--- src/rtl/kbe_pkg.sv ---
package kbe_pkg;

   typedef enum logic [1:0] {
      KR_CTRL = 2'd0,
      KR_IN   = 2'd1,
      KR_OUT  = 2'd2,
      KR_STAT = 2'd3
   } kbe_reg_e;

   localparam int NUM_REGS = 4;

   // status flag positions (decoded by legacy software)
   localparam int ST_OBF = 0;
   localparam int ST_IBF = 1;
   localparam int ST_CMD = 3;

   // control bit positions
   localparam int CT_EN   = 0;
   localparam int CT_PEND = 1;

   localparam int IO_BYTE_W = 8;

   typedef struct packed {
      logic hit;
      logic wr;
      logic data_port;
   } kbe_io_t;

endpackage

--- src/rtl/kbe_reg_dec.sv ---
module kbe_reg_dec #(
   parameter int ADDR_W   = 12,
   parameter int BASE_OFS = 'h100
) (
   input  logic                         vld,
   input  logic [ADDR_W-1:0]            addr,
   output logic [kbe_pkg::NUM_REGS-1:0] sel,
   output logic                         any
);
   localparam int            IDX_W = $clog2(kbe_pkg::NUM_REGS);
   localparam int            LOW_W = IDX_W + 2;
   localparam logic [ADDR_W-1:0] BASE_V = ADDR_W'(BASE_OFS);

   if (ADDR_W <= LOW_W) begin : g_bad_aw
      $error("kbe_reg_dec: ADDR_W too small");
   end
   if ((BASE_OFS % (4 * kbe_pkg::NUM_REGS)) != 0) begin : g_bad_base
      $error("kbe_reg_dec: BASE_OFS must be aligned to the window size");
   end

   logic in_win;
   logic aligned;

   always_comb begin
      in_win  = (addr[ADDR_W-1:LOW_W] == BASE_V[ADDR_W-1:LOW_W]);
      aligned = (addr[1:0] == 2'b00);
   end

   for (genvar i = 0; i < kbe_pkg::NUM_REGS; i++) begin : g_sel
      always_comb begin
         sel[i] = vld && in_win && aligned && (addr[LOW_W-1:2] == IDX_W'(i));
      end
   end

   assign any = |sel;

endmodule

--- src/rtl/kbe_port_dec.sv ---
module kbe_port_dec #(
   parameter int PORT_W    = 16,
   parameter int DATA_PORT = 'h60,
   parameter int CMD_PORT  = 'h64
) (
   input  logic              stb,
   input  logic              wr,
   input  logic [PORT_W-1:0] port,
   input  logic              en,
   output kbe_pkg::kbe_io_t  acc
);
   localparam logic [PORT_W-1:0] DP = PORT_W'(DATA_PORT);
   localparam logic [PORT_W-1:0] CP = PORT_W'(CMD_PORT);

   if (PORT_W < 8) begin : g_bad_pw
      $error("kbe_port_dec: PORT_W too small");
   end
   if (DATA_PORT == CMD_PORT) begin : g_bad_ports
      $error("kbe_port_dec: ports must differ");
   end
   if (DATA_PORT >= (1 << PORT_W) || CMD_PORT >= (1 << PORT_W)) begin : g_bad_range
      $error("kbe_port_dec: port number exceeds PORT_W");
   end

   logic is_dp;
   logic is_cp;

   always_comb begin
      is_dp         = (port == DP);
      is_cp         = (port == CP);
      acc.hit       = stb && en && (is_dp || is_cp);
      acc.wr        = wr;
      acc.data_port = is_dp;
   end

endmodule

--- src/rtl/kbe_flag_ctl.sv ---
module kbe_flag_ctl #(
   parameter int DATA_W = 32
) (
   input  logic              clk,
   input  logic              rst_n,
   input  logic              mem_we,
   input  logic [DATA_W-1:0] mem_wdata,
   input  kbe_pkg::kbe_io_t  io,
   output logic [DATA_W-1:0] stat_q
);
   import kbe_pkg::*;

   if (DATA_W < 8) begin : g_bad_dw
      $error("kbe_flag_ctl: DATA_W must hold a byte");
   end

   logic [DATA_W-1:0] stat_d;

   always_comb begin
      stat_d = stat_q;
      if (mem_we) stat_d = mem_wdata;
      if (io.hit) begin
         if (io.wr) begin
            stat_d[ST_IBF] = io.data_port;
            stat_d[ST_CMD] = !io.data_port;
         end else if (io.data_port) begin
            stat_d[ST_OBF] = 1'b0;
         end
      end
   end

   always_ff @(posedge clk) begin
      if (!rst_n) stat_q <= '0;
      else        stat_q <= stat_d;
   end

   assert_obf_clear_R4: assert property (@(posedge clk) disable iff (!rst_n)
      (io.hit && !io.wr && io.data_port) |=> !stat_q[ST_OBF]);

   assert_wr_data_R5: assert property (@(posedge clk) disable iff (!rst_n)
      (io.hit && io.wr && io.data_port) |=> (stat_q[ST_IBF] && !stat_q[ST_CMD]));

   assert_wr_cmd_R6: assert property (@(posedge clk) disable iff (!rst_n)
      (io.hit && io.wr && !io.data_port) |=> (!stat_q[ST_IBF] && stat_q[ST_CMD]));

   assert_stat_rd_R7: assert property (@(posedge clk) disable iff (!rst_n)
      (io.hit && !io.wr && !io.data_port && !mem_we) |=> $stable(stat_q));

   assert_mem_exact_R8: assert property (@(posedge clk) disable iff (!rst_n)
      (mem_we && !io.hit) |=> (stat_q == $past(mem_wdata)));

   assert_quiet_R8: assert property (@(posedge clk) disable iff (!rst_n)
      (!mem_we && !io.hit) |=> $stable(stat_q));

endmodule

--- src/rtl/kbe_evt_ctl.sv ---
module kbe_evt_ctl #(
   parameter int DATA_W = 32
) (
   input  logic              clk,
   input  logic              rst_n,
   input  logic              mem_we,
   input  logic [DATA_W-1:0] mem_wdata,
   input  logic              io_claim,
   output logic [DATA_W-1:0] ctrl_q,
   output logic              evt
);
   import kbe_pkg::*;

   if (DATA_W <= CT_PEND) begin : g_bad_dw
      $error("kbe_evt_ctl: DATA_W too small");
   end

   logic [DATA_W-1:0] ctrl_d;

   always_comb begin
      ctrl_d = ctrl_q;
      if (mem_we) begin
         ctrl_d          = mem_wdata;
         ctrl_d[CT_PEND] = ctrl_q[CT_PEND] && !mem_wdata[CT_PEND];
      end
      if (io_claim) ctrl_d[CT_PEND] = 1'b1;
   end

   always_ff @(posedge clk) begin
      if (!rst_n) ctrl_q <= '0;
      else        ctrl_q <= ctrl_d;
   end

   assign evt = ctrl_q[CT_PEND];

   assert_evt_set_R9: assert property (@(posedge clk) disable iff (!rst_n)
      io_claim |=> evt);

   assert_evt_hold_R9: assert property (@(posedge clk) disable iff (!rst_n)
      (evt && !(mem_we && mem_wdata[CT_PEND])) |=> evt);

   assert_evt_nospur_R9: assert property (@(posedge clk) disable iff (!rst_n)
      (!evt && !io_claim) |=> !evt);

endmodule

--- src/rtl/kbe_legacy_emu.sv ---
module kbe_legacy_emu #(
   parameter int ADDR_W    = 12,
   parameter int DATA_W    = 32,
   parameter int PORT_W    = 16,
   parameter int BASE_OFS  = 'h100,
   parameter int DATA_PORT = 'h60,
   parameter int CMD_PORT  = 'h64,
   parameter bit RDATA_REG = 1'b0
) (
   input  logic              clk,
   input  logic              rst_n,
   input  logic              reg_vld,
   input  logic              reg_wr,
   input  logic [ADDR_W-1:0] reg_addr,
   input  logic [DATA_W-1:0] reg_wdata,
   output logic [DATA_W-1:0] reg_rdata,
   input  logic              io_stb,
   input  logic              io_wr,
   input  logic [PORT_W-1:0] io_port,
   input  logic [7:0]        io_wdata,
   output logic              io_hit,
   output logic [7:0]        io_rdata,
   output logic              emu_evt
);
   import kbe_pkg::*;

   if (DATA_W < IO_BYTE_W) begin : g_bad_dw
      $error("kbe_legacy_emu: DATA_W must hold a byte");
   end

   logic [NUM_REGS-1:0] sel;
   logic                sel_any;
   logic [NUM_REGS-1:0] we;
   kbe_io_t             io;
   logic [DATA_W-1:0]   ctrl_q;
   logic [DATA_W-1:0]   in_q;
   logic [DATA_W-1:0]   out_q;
   logic [DATA_W-1:0]   stat_q;
   logic [DATA_W-1:0]   in_d;
   logic [DATA_W-1:0]   rd_mux;

   kbe_reg_dec #(.ADDR_W(ADDR_W), .BASE_OFS(BASE_OFS)) u_rdec (
      .vld  (reg_vld),
      .addr (reg_addr),
      .sel  (sel),
      .any  (sel_any)
   );

   assign we = sel & {NUM_REGS{reg_wr}};

   kbe_port_dec #(.PORT_W(PORT_W), .DATA_PORT(DATA_PORT), .CMD_PORT(CMD_PORT)) u_pdec (
      .stb  (io_stb),
      .wr   (io_wr),
      .port (io_port),
      .en   (ctrl_q[CT_EN]),
      .acc  (io)
   );

   kbe_evt_ctl #(.DATA_W(DATA_W)) u_evt (
      .clk       (clk),
      .rst_n     (rst_n),
      .mem_we    (we[KR_CTRL]),
      .mem_wdata (reg_wdata),
      .io_claim  (io.hit),
      .ctrl_q    (ctrl_q),
      .evt       (emu_evt)
   );

   kbe_flag_ctl #(.DATA_W(DATA_W)) u_flag (
      .clk       (clk),
      .rst_n     (rst_n),
      .mem_we    (we[KR_STAT]),
      .mem_wdata (reg_wdata),
      .io        (io),
      .stat_q    (stat_q)
   );

   always_comb begin
      in_d = in_q;
      if (we[KR_IN]) in_d = reg_wdata;
      if (io.hit && io.wr) in_d[IO_BYTE_W-1:0] = io_wdata;
   end

   always_ff @(posedge clk) begin
      if (!rst_n) begin
         in_q  <= '0;
         out_q <= '0;
      end else begin
         in_q <= in_d;
         if (we[KR_OUT]) out_q <= reg_wdata;
      end
   end

   always_comb begin
      rd_mux = '0;
      if (reg_vld && !reg_wr && sel_any) begin
         unique case (1'b1)
            sel[KR_CTRL]: rd_mux = ctrl_q;
            sel[KR_IN]:   rd_mux = in_q;
            sel[KR_OUT]:  rd_mux = out_q;
            sel[KR_STAT]: rd_mux = stat_q;
            default:      rd_mux = '0;
         endcase
      end
   end

   if (RDATA_REG) begin : g_rd_reg
      always_ff @(posedge clk) begin
         if (!rst_n) reg_rdata <= '0;
         else        reg_rdata <= rd_mux;
      end
   end else begin : g_rd_comb
      assign reg_rdata = rd_mux;
   end

   assign io_hit = io.hit;

   always_comb begin
      io_rdata = '0;
      if (io.hit && !io.wr) begin
         io_rdata = io.data_port ? out_q[IO_BYTE_W-1:0] : stat_q[IO_BYTE_W-1:0];
      end
   end

   assert_in_byte_R5: assert property (@(posedge clk) disable iff (!rst_n)
      (io.hit && io.wr) |=> (in_q[IO_BYTE_W-1:0] == $past(io_wdata)));

   assert_unclaimed_R3: assert property (@(posedge clk) disable iff (!rst_n)
      (io_stb && !io.hit && !reg_vld) |=> ($stable(in_q) && $stable(stat_q) && $stable(out_q)));

   assert_onehot_R2: assert property (@(posedge clk) disable iff (!rst_n)
      $onehot0(sel));

endmodule

--- config.mk ---
export PLATFORM = sky130hd
export DESIGN_NAME = kbe_legacy_emu
export DESIGN_NICKNAME = d
export VERILOG_FILES = /design/src/rtl/kbe_pkg.sv /design/src/rtl/kbe_reg_dec.sv /design/src/rtl/kbe_port_dec.sv /design/src/rtl/kbe_flag_ctl.sv /design/src/rtl/kbe_evt_ctl.sv /design/src/rtl/kbe_legacy_emu.sv
export SDC_FILE = /design/constraint.sdc
export NUM_CORES = 1
export LEC_CHECK = 0
export BUFFER_PORTS_ARGS = -buffer_cell sky130_fd_sc_hd__buf_2
export CAP_MARGIN = 15
export CORE_MARGIN = 10
export CORE_UTILIZATION = 60
export CTS_CLUSTER_DIAMETER = 50
export DETAILED_ROUTE_END_ITERATION = 10
export GPL_TIMING_DRIVEN = 0
export PLACE_DENSITY = 0.95
export SLEW_MARGIN = 10
export SYNTH_ARGS = -nofsm -noshare
export SYNTH_HDL_FRONTEND = slang
export SYNTH_SLANG_ARGS = --single-unit
--- constraint.sdc ---
create_clock -name clk -period 2.95 [get_ports clk]
set_input_delay 0.1475 -clock clk [delete_from_list [all_inputs] [get_ports clk]]
set_output_delay 0.1475 -clock clk [all_outputs]
set_load 0.05 [all_outputs]
* Word level (Yosys, flattened, before mapping)
Index checks and enable logic that the tools add are counted.
Word-level totals: ROM bits 0, memories 0, bits in latches 0, memory bits (writable) 0, input port bits 74, word-level logic and storage cells 52, output and inout port bits 42, register bits 128
Cells by class: muxes and demuxes 15, bitwise operators 1, multipliers 0, equal/unequal tests 6, add/subtract/negate cells 0, div/mod/pow operators 0, reduce and logical (&&, ||, !) cells 23, shifts and indexed selects 0, $lt $le $gt $ge 0
Operator list (count):
- one-hot mux 32 bit (4 select lines) | 1
- equality test 16 x 7 -> 1 bit, second input constant | 2
- two-way mux 32 bit | 1
- two-way mux 8 bit | 4
- logical AND 1 bit | 13
- equality test 8 x 5 -> 1 bit, second input constant | 1
- two-way mux 1 bit | 6
- AND 4 bit | 1
- equality test 2 bit, second input constant | 2
- logical NOT 1 bit | 4
- logical NOT 2 bit | 2
- two-way mux 2 bit | 2
- two-way mux 4 bit | 1
- nonzero test 2 bit | 2
- OR reduction 4 bit | 1
- equality test 2 x 1 -> 1 bit, second input constant | 1
- logical OR 1 bit | 1

* Longest topological paths before layout
Gate-level depths: netlist of run 1.
depth in word-level cells 9, gate-level depth with buffers 6, gate-level depth less buffers 4

* Modules after synthesis
From an unflattened synthesis of run 1, not the netlist that was laid out.
Unflattened totals: cell total of the unflattened synthesis 666, area total of the unflattened synthesis 6007.0 sq um
By module, submodules not included:
- kbe_legacy_emu | area each 3407.0 sq um, instances 1, cells each 431, seq. area each 1281.2 sq um
- kbe_evt_ctl | area each 1249.9 sq um, instances 1, cells each 105, seq. area each 640.6 sq um
- kbe_flag_ctl | area each 1191.1 sq um, instances 1, cells each 108, seq. area each 640.6 sq um
- kbe_reg_dec | area each 85.1 sq um, instances 1, cells each 12, seq. area each 0.0 sq um
- kbe_port_dec | area each 73.8 sq um, instances 1, cells each 10, seq. area each 0.0 sq um

* Least setup slack after synthesis of run 1
Ideal clock, no wire load.
path type input -> output, start point input io_port[13], end point output io_rdata[0], data arrival time 2000 ps, slack 803 ps, buffers on the path 1, cell stages on the path 5, required time 2803 ps, cell sequence nor4_1 -> nand3_1 -> or3_1 -> clkbuf_1 -> a21oi_1
Between the ends: word-level cells in the longest chain between the ends 5, elaborated cells on any way between the ends 7, those cells by class eq/ne (2); mux (2); reduce/logical (3)
Ends and longest elaborated chain:
- start: declaration | RTL line kbe_legacy_emu.sv:19 | input logic [PORT_W-1:0] io_port,
- equality test 16 x 7 -> 1 bit, on equally long branches | RTL line kbe_port_dec.sv:29, kbe_port_dec.sv:30
- logical OR 1 bit | RTL line kbe_port_dec.sv:31 | acc.hit = stb && en && (is_dp || is_cp);
- logical AND 1 bit | RTL line kbe_port_dec.sv:31
- logical AND 1 bit | RTL line kbe_legacy_emu.sv:120 | if (io.hit && !io.wr) begin
- two-way mux 8 bit (*) | RTL line kbe_legacy_emu.sv:120
- end: declaration | RTL line kbe_legacy_emu.sv:22 | output logic [7:0] io_rdata,
Mark *: on every way between the ends. The rest lies on a longest branch, timed or not.

* Worst setup path in the final report of run 1
start point register u_evt.ctrl_q[0], end point output io_rdata[0]
Between the ends: word-level cells in the longest chain between the ends 4
Ends and longest elaborated chain:
- start: declaration | RTL line kbe_evt_ctl.sv:9 | output logic [DATA_W-1:0] ctrl_q,
- start signal: assignment | RTL line kbe_evt_ctl.sv:31 | else ctrl_q <= ctrl_d;
- logical AND 1 bit (2 in a row) | RTL line kbe_port_dec.sv:31
- logical AND 1 bit | RTL line kbe_legacy_emu.sv:120
- two-way mux 8 bit | RTL line kbe_legacy_emu.sv:120
Every way passes these cells.

==> flow_summary.ini, run 1 <==
[timing]
slew_headroom_pct = 48.74
setup_viol = 0
skew_ns = 0.01257
max_freq_mhz = 390.4
tightest_slew_ns = 0.7689
holdWs_ns = 0.2875
setup_tns_ns = 0
finalMaxSlewViolations = 0
finalCritPeriodShare_pct = 86.84
hold_viol_final = 0
grt_setup_unrepaired = false
period_minus_slack_ns = 2.562

[route]
via_per_inst = 6.419
drt-pass1-iter-count = 7
drc = 0
wl_per_cell_um = 23.47
routed_wl_mm = 21.43
vias = 5861
drt.antenna.violating_nets = 0
initialDrtViolationCount = 799

[logic_synthesis]
synth-main-ff-cell = dfxtp_1
synth_edf_count = 0
ys_async_sr_fraction_pct = 0
syn_inst = 589
synth_area_leader_cell = dfxtp_1
synth_area_um2 = 6117
synth_warnings = 0
synth-seq-cells = 128
seq_area_frac_synth_pct = 41.89
synth.area.top_cells = dfxtp_1 42%, mux2i_1 21%, mux4_2 12%
synthesis.nets = 663
syn_area_per_cell_um2 = 10.39
yosysUniqueCellTypes = 29
synth_top_area_share_pct = 41.89

[die]
initial_core_util_pct = 62.01
die_x_um = 121.0
coreArea_um2 = 9864
std_cell_rows = 36
boundaryPins = 116
die_area_um2 = 14630
die_h_um = 121.0

[worst_setup_path]
critPathKind = flip-flop to output port
worstPathMaxFanout = 9
cp-start-kind = flip-flop
arrival_ns = 2.41
r2r_setup_slack_ns = 0.87
timing.rr.start = u_evt.ctrl_q[0]
setup.worst_path.end_class = output port
critPathLaunch = u_evt.ctrl_q[0]
critPathRequiredTime_ns = 2.80

[placed_design]
gp_congestion = 0.8764
dp_hpwl_mm = 12.51
port_buffers = 112
dp.cells = 834

[pwr]
p_leak_nw = 3.610
ir_drop_mv = 0.4428
p_per_area_nw_per_um2 = 517.7

[global_routing]
grt_pass1_wl_mm = 33.19
antenna_found_initial = 2
grt_max_degree = 17
grt-ovfl-total = 0
track_usage_pct = 28.69
grt_pass1_vias = 6235

[clock_tree]
cts_buffers = 17
cts_tree = yes
hold_buffers = 45
post-cts-setup-buffer-count = 0
cts_max_level = 4
cts_resized = 0
clock_latency_ns = 0.53
clock_sinks = 128
clkTransAtPathRegs_ns = 0.07
cts_root_buffer = clkbuf_8
clockBufferDepth = 2

[job]
maxCapViolCount = 0

[layout]
fillers = 529
layout_common_cells = 128 x dfxtp_1, 126 x mux2i_1, 125 x buf_2
syn2layout_area_growth_pct = 28.98
final_layout_size_suffix_gt1_share_pct = 25.58
final_common_cell = dfxtp_1
fin_cells = 913
nets = 839

[run_status]
outcome = finished, final reports clean

[min_path]
hp-start = io_stb
hp-class = primary input to flip-flop
==> path summary, 6_finish.rpt <==
path / to / cells after the start
max reg2reg: in_q[1] / 5
max: io_rdata[0] / 5
min reg2reg: u_evt.ctrl_q[10] / 2
min: u_evt.ctrl_q[1] / 4
==> registers in the layout, indices dropped and copies added (netlist names) <==
signal and flops:
out_q 32, u_evt.ctrl_q 32, u_flag.stat_q 32, in_q 32
==> power breakdown <==
group	total [mW]	leakage, nW	switching [mW]	internal, mW
Clock	2.10	0.281	0.822	1.28
Sequential	1.73	1.03	0.0000623	1.73
Combinational	0.258	2.30	0.141	0.117
==> metrics by stage <==
| stage | power (mW) | utilization [%] | setup WS (ns) | instance area [um2] |
|---|---|---|---|---|
| 2_1_floorplan | 1.866 | - | 0.8028 | 6117 |
| 4_1_cts | 4.047 | 79.93 | 0.6281 | 7885 |
| 3_3_place_gp | 1.957 | 69.38 | 0.7198 | 6844 |
| 6_report | 4.085 | 79.98 | 0.3883 | 7890 |
| 3_5_place_dp | 1.965 | 69.38 | 0.6994 | 6844 |
| 5_1_grt | 4.150 | 79.98 | 0.4061 | 7890 |
==> critical path: stages (launching register included) <==
cell and delay [ns]:
dfxtp_1 0.47, nand3_1 0.21, or3_1 0.36, clkbuf_1 0.25, a21oi_1 0.27, buf_2 0.32
==> cell usage after synthesis (3+ instances only) <==
cell and number:
a21oi_1 18, buf_1 3, buf_2 13, buf_4 6
clkbuf_1 29, dfxtp_1 128, mux2i_1 126, mux4_2 32
nand2_1 95, nand3_1 10, nand4_1 4, nor2b_1 86
o21ai_0 9, o31ai_1 10
==> cells by family (layout without fill, tap and decap cells) <==
group,after synthesis,after routing,synth area share [%]
and+or+nand+nor,212,212,17.98
muxes,159,159,32.58
DFF,128,128,41.89
buffers and inverters,51,240,3.763
AOI/OAI and AO/OA,39,39,3.784
other,0,2,0
==> routing by layer <==
metal	up-vias	track usage (%)	part of all wire [%]	wire (um)
met5	-	0	0	0
met4	0	17.35	5.6	1209
met3	144	7.166	10	2142
met2	504	49.39	50	10640
met1	2795	31.16	35	7436
li1	2418	-	-	-
==> cell type report <==
cell class | count | area [um2] | share of cell area (%)
flip-flops and latches | 128 | 2562 | 32.48
clock buffers | 21 | 459.2 | 5.820
multi-input cells | 410 | 3324 | 42.13
repair buffers | 157 | 1011 | 12.81
well taps | 133 | 166.4 | 2.109
plain buffers | 51 | 230.2 | 2.918
clock inverters | 11 | 131.4 | 1.665
diodes | 2 | 5.005 | 0.06343
(Power assumes the default switching activity.)
==> inputs of run 2 (changes only) <==
Settings changed: CORE_ASPECT_RATIO set to 0.7, SETUP_SLACK_MARGIN set to 0.2.
==> run 2 against run 1 <==
Global-route usage is 4.8 points lower. Final cell count is 5.1% lower. Utilization is 3.7 points lower. Largest cell class unchanged. Via count is 9.5% lower. Critical path depth stayed put. Count of clock-buffer cells in the layout is 1 lower. Clock power is 4% higher. Register-to-register slack better by 0.51 ns.
==> flow_summary.ini, run 2 (synthesized netlist as in run 1, its figures left out) <==
[run_status]
outcome = finished, final reports clean

[layout]
nets = 799
final_area_um2 = 7503
final_layout_size_suffix_gt1_share_pct = 26.96
final_common_cell = dfxtp_1
fillers = 639
antenna_cells = 0
layout_common_cells = 128 x dfxtp_1, 126 x mux2i_1, 125 x buf_2
syn2layout_area_growth_pct = 22.66

[timing]
setup_tns_ns = 0
period_minus_slack_ns = 2.308
grt_setup_unrepaired = false
setup_viol = 0
finalCritPeriodShare_pct = 78.23
slew_headroom_pct = 53.61
max_freq_mhz = 433.3
finalMaxSlewViolations = 0
setup_ws_ns = 0.6422
hold_viol_final = 0
skew_ns = 0.007058
tightest_slew_ns = 0.6959

[global_routing]
grt_max_degree = 17
grt_pass1_wl_mm = 28.30
track_usage_pct = 23.90
grt_pass1_vias = 5652
grt-ovfl-total = 0
antenna_found_initial = 0

[route]
routed_wl_mm = 18.14
drt-pass1-iter-count = 5
drc = 0
wl_per_cell_um = 20.94
via_per_inst = 6.124
vias = 5303
drt.antenna.violating_nets = 0
initialDrtViolationCount = 481

[clock_tree]
clock_sinks = 128
cts_max_level = 4
post-cts-setup-buffer-count = 0
hold_buffers = 5
cts_root_buffer = clkbuf_16
clkTransAtPathRegs_ns = 0.06
clockBufferDepth = 2
clock_latency_ns = 0.42
cts_resized = 0
cts_buffers = 17
cts_tree = yes

[min_path]
hp-class = primary input to flip-flop
hp-start = io_wdata[7]

[worst_setup_path]
arrival_ns = 2.16
critPathLaunch = u_evt.ctrl_q[0]
critPathKind = flip-flop to output port
worstPathCellList = nand3_1, or3_1, clkbuf_1, a21oi_1, buf_2
timing.rr.start = u_evt.ctrl_q[0]
slowest_delay_ns = 0.43
critPathRequiredTime_ns = 2.80
cp_num_buf_inv = 2
cp-start-kind = flip-flop
worst_path_dominant_cell_family = buffers and inverters
slowest_stage = dfxtp_1
setup.worst_path.end_class = output port
worstPathMaxFanout = 9

[die]
coreArea_um2 = 9834
die_area_um2 = 14700
boundaryPins = 116
initial_core_util_pct = 62.20
die_h_um = 104.5
std_cell_rows = 30
die_x_um = 140.7

[pwr]
p_leak_nw = 3.433
p_per_area_nw_per_um2 = 549.5
ir_drop_mv = 0.4155
power_mw = 4.123

[job]
maxCapViolCount = 0

[placed_design]
dp_hpwl_mm = 12.45
gp_congestion = 0.8455
post-place-ws_ns = 0.7232
dpl_cell_area_um2 = 6838
port_buffers = 112
run 2: changes by cell type in the layout (fill, tap and decap cells not counted):
cell	before	now
bufinv_16	2	3
diode_2	2	0
dlygate4sd3_1	45	5
clkbuf_8	4	2
clkinv_4	4	2
clkbuf_16	16	17
clkinvlp_4	3	5
run 2: final cells by class:
type                       count  area [um2]  area share, %
clock buffer                  20       456.7          6.086
multi-input combinational    410        3324          44.31
sequential                   128        2562          34.15
timing repair buffer         117       610.6          8.137
buffer                        51       230.2          3.068
clock inverter                12       158.9          2.118
tap                          128       160.2          2.134
run 2: final timing paths:
kind,slack (ns),endpoint,cells past startpoint
worst max-delay path,0.64,io_rdata[0],5
worst min-delay path,0.01,in_q[7],3
worst max register to register,1.38,u_flag.stat_q[0],4
worst min register to register,0.46,u_evt.ctrl_q[16],2
run 2: metal layers:
| metal | share of wire, % | global-route usage, % | up-vias |
|---|---|---|---|
| met5 | 0 | 0 | - |
| met4 | 3.5 | 12.21 | 0 |
| met3 | 8.3 | 7.801 | 59 |
| met2 | 48 | 39.09 | 312 |
| met1 | 40 | 27.25 | 2592 |
| li1 | - | - | 2340 |
run 2: stage by stage:
stage | hold slack [ns] | cells | util (%)
2_1_floorplan | 0.2896 | 589 | -
3_3_place_gp | 0.4214 | 829 | 69.53
3_5_place_dp | 0.4270 | 829 | 69.53
4_1_cts | 0.001007 | 866 | 76.30
5_1_grt | 0.02284 | 866 | 76.30
6_report | 0.01466 | 866 | 76.30
run 2: worst reg2reg max path: cells and delay by family, from the launching register on:
family,cells,cell delay (ns)
simple gates,2,0.50
buf+inv,1,0.25
compound gates,1,0.29
flops,1,0.43
run 2: power by group:
| part | switching, mW | internal (mW) |
|---|---|---|
| Sequential | 0.0000561 | 1.73 |
| Clock | 0.808 | 1.38 |
| Combinational | 0.124 | 0.0862 |
| Total | 0.932 | 3.19 |
==> inputs of run 3 (changes only) <==
Settings changed: ABC_AREA set to 1, CORE_UTILIZATION 60 to 50, PLACE_DENSITY 0.95 to 0.86.
Clock period 2.95 ns to 1.95 ns, I/O delays scaled along.
==> run 3 against run 2 <==
The flow now finishes with violations (negative setup slack). Sequential share of layout area is 6.5 points lower. Global-route usage is 1.0 points lower. Wire length is 49% higher. Critical path depth is 4 higher.
==> flow_summary.ini, run 3 <==
[pwr]
p_int_mw = 4.540
combPwrFrac_pct = 6.2
p_per_area_nw_per_um2 = 644.7
clockPowerShare_pct = 50.0
swShare_pct = 24.00
seqPwrFrac_pct = 43.8
ir_drop_mv = 0.6099
p_leak_nw = 4.459
switchingPower_mw = 1.433

[worst_setup_path]
cp-start-kind = flip-flop
critPathRequiredTime_ns = 1.85
setup.worst_path.end_class = output port
critPathKind = flip-flop to output port
critPathLaunch = u_evt.ctrl_q[0]
r2r_end = in_q[4]
arrival_ns = 1.98
worstPathMaxFanout = 5
crit_end = io_rdata[0]
timing.rr.start = u_evt.ctrl_q[0]
r2r_setup_slack_ns = 0.14
r2r_cells = 12

[logic_synthesis]
synthTopCellsByCount = 334 x nor2_1, 256 x nand2_1, 128 x dfxtp_1
synthMostInstantiatedCell = nor2_1
synth_top_area_share_pct = 41.86
syn_inst = 989
synth_warnings = 0
synthesis.nets = 1063
ys_async_sr_fraction_pct = 0
synth-seq-cells = 128
synth.area.top_cells = dfxtp_1 42%, nor2_1 20%, nand2_1 16%
synth-main-ff-cell = dfxtp_1
seq_area_frac_synth_pct = 41.86
synth_edf_count = 0
syn_area_per_cell_um2 = 6.190
synth_area_um2 = 6122
yosysUniqueCellTypes = 20
synth_area_leader_cell = dfxtp_1

[global_routing]
grt_pass1_vias = 6534
antenna_found_initial = 0
grt-ovfl-total = 0
grt_max_degree = 17
grt_pass1_wl_mm = 32.75
track_usage_pct = 22.85

[route]
vias = 7984
drt-pass1-iter-count = 7
wl_per_cell_um = 19.95
drc = 0
drt.antenna.violating_nets = 0
via_per_inst = 5.901
routed_wl_mm = 27.00
initialDrtViolationCount = 1459

[layout]
syn2layout_area_growth_pct = 51.32
final_common_cell = nor2_1
final_area_um2 = 9264
final_layout_size_suffix_gt1_share_pct = 33.70
layout_common_cells = 262 x nor2_1, 153 x nand2_1, 127 x dfxtp_1
nets = 1258
antenna_cells = 0

[clock_tree]
cts_buffers = 17
cts_tree = yes
clock_latency_ns = 0.43
clkTransAtPathRegs_ns = 0.06
clock_sinks = 128
cts_root_buffer = clkbuf_16
clockBufferDepth = 2
cts_max_level = 4

[timing]
max_freq_mhz = 482.4
hold_viol_final = 0
slew_headroom_pct = 49.94
skew_ns = 0.009413
setup_ws_ns = -0.1228
period_minus_slack_ns = 2.073
holdWs_ns = 0.006780
finalCritPeriodShare_pct = 106.3
finalMaxSlewViolations = 0
grt_setup_unrepaired = true
setup_viol = 7
tightest_slew_ns = 0.7510

[run_status]
violations = negative setup slack
outcome = finished, violations left

[die]
die_h_um = 112.6
std_cell_rows = 33
coreArea_um2 = 11850
initial_core_util_pct = 51.66
die_x_um = 152.3
boundaryPins = 116
die_area_um2 = 17140

[min_path]
hp-start = reg_wdata[16]
hp-class = primary input to flip-flop

[placed_design]
port_buffers = 114
post-place-ws_ns = -0.04038
dp_hpwl_mm = 14.06
gp_congestion = 0.8934
dpl_cell_area_um2 = 6984

[job]
maxCapViolCount = 0
[run 3: cell types whose count changed in the layout (fill, tap and decap cells not counted), sizes merged, moves of 17 or more]
| cell | previous run | this run |
|---|---|---|
| buf | 134 | 163 |
| dlygate4sd3 | 5 | 32 |
| inv | 1 | 44 |
| mux2i | 126 | 0 |
| mux4 | 32 | 0 |
| nand2 | 95 | 257 |
| nand3 | 10 | 27 |
| nor2 | 1 | 341 |
| nor2b | 86 | 0 |
| o21ai | 9 | 124 |
[run 3: cell families after synthesis]
| logic type | Yosys count | synth area share (%) |
|---|---|---|
| AO/OA/AOI/OAI | 126 | 10.30 |
| buffers and inverters | 100 | 7.051 |
| AND/OR/NAND/NOR | 635 | 40.79 |
| flip-flops | 128 | 41.86 |
[run 3: final cells by class]
type / count / area, um2
fill: 719 / 2586
tap: 157 / 196.4
multi-input combinational: 762 / 3846
clock buffer: 21 / 450.4
sequential: 128 / 2564
inverter: 45 / 176.4
timing repair buffer: 175 / 1565
clock inverter: 10 / 90.09
buffer: 55 / 375.4
[run 3: worst min-delay path by stage]
stage	to	slack, ns	cells after the start
3_5_place_dp	in_q[2]	0.40	5
3_3_place_gp	out_q[17]	0.39	3
6_report	u_flag.stat_q[16]	0.007	3
4_1_cts	u_flag.stat_q[16]	0.003	3
5_1_grt	u_flag.stat_q[2]	0.02	3
2_1_floorplan	u_evt.ctrl_q[31]	0.26	2
[run 3: worst max-delay path: stages (launching register included)]
cell and delay [ns]:
dfxtp_2 0.36, nand2_2 0.08, inv_2 0.06, nand3_2 0.07, nor2_4 0.12, nand2_4 0.09
nor2_4 0.31, o21ai_2 0.12, nor2_2 0.15, buf_6 0.18
[run 3: metrics by stage]
stage	utilization (%)	TNS (ns)	total power, mW	std cells
after floorplan	-	0	2.785	989
after global placement	58.94	-0.1039	2.923	1260
after detailed placement	58.94	-0.1550	2.928	1260
after CTS	67.68	0	5.868	1325
after global routing	78.18	-0.9591	6.098	1353
final	78.18	-0.3469	5.973	1353
[run 3: timing repair]
item	in CTS	in global routing
pin swaps	6	96
buffers inserted	1	20
cloned	1	8
hold endpoints to repair	72	0
resized for setup	65	299
endpoints found under the setup margin	40	40
hold buffers	32	0
[run 3: power groups by stage]
| stage | combinational (mW) | sequential, mW | clock [mW] |
|---|---|---|---|
| after detailed placement | 0.255 | 2.67 | 0 |
| after CTS | 0.312 | 2.62 | 2.94 |
| after floorplan | 0.112 | 2.67 | 0 |
| after global placement | 0.250 | 2.67 | 0 |
| after global routing | 0.395 | 2.61 | 3.09 |
| final | 0.370 | 2.62 | 2.99 |
[run 3: per-layer routing]
metal | track usage [%] | part of all wire [%]
met1 | 29.54 | 35
met2 | 37.15 | 45
met3 | 5.568 | 14
met4 | 6.462 | 5.9
met5 | 0 | 0
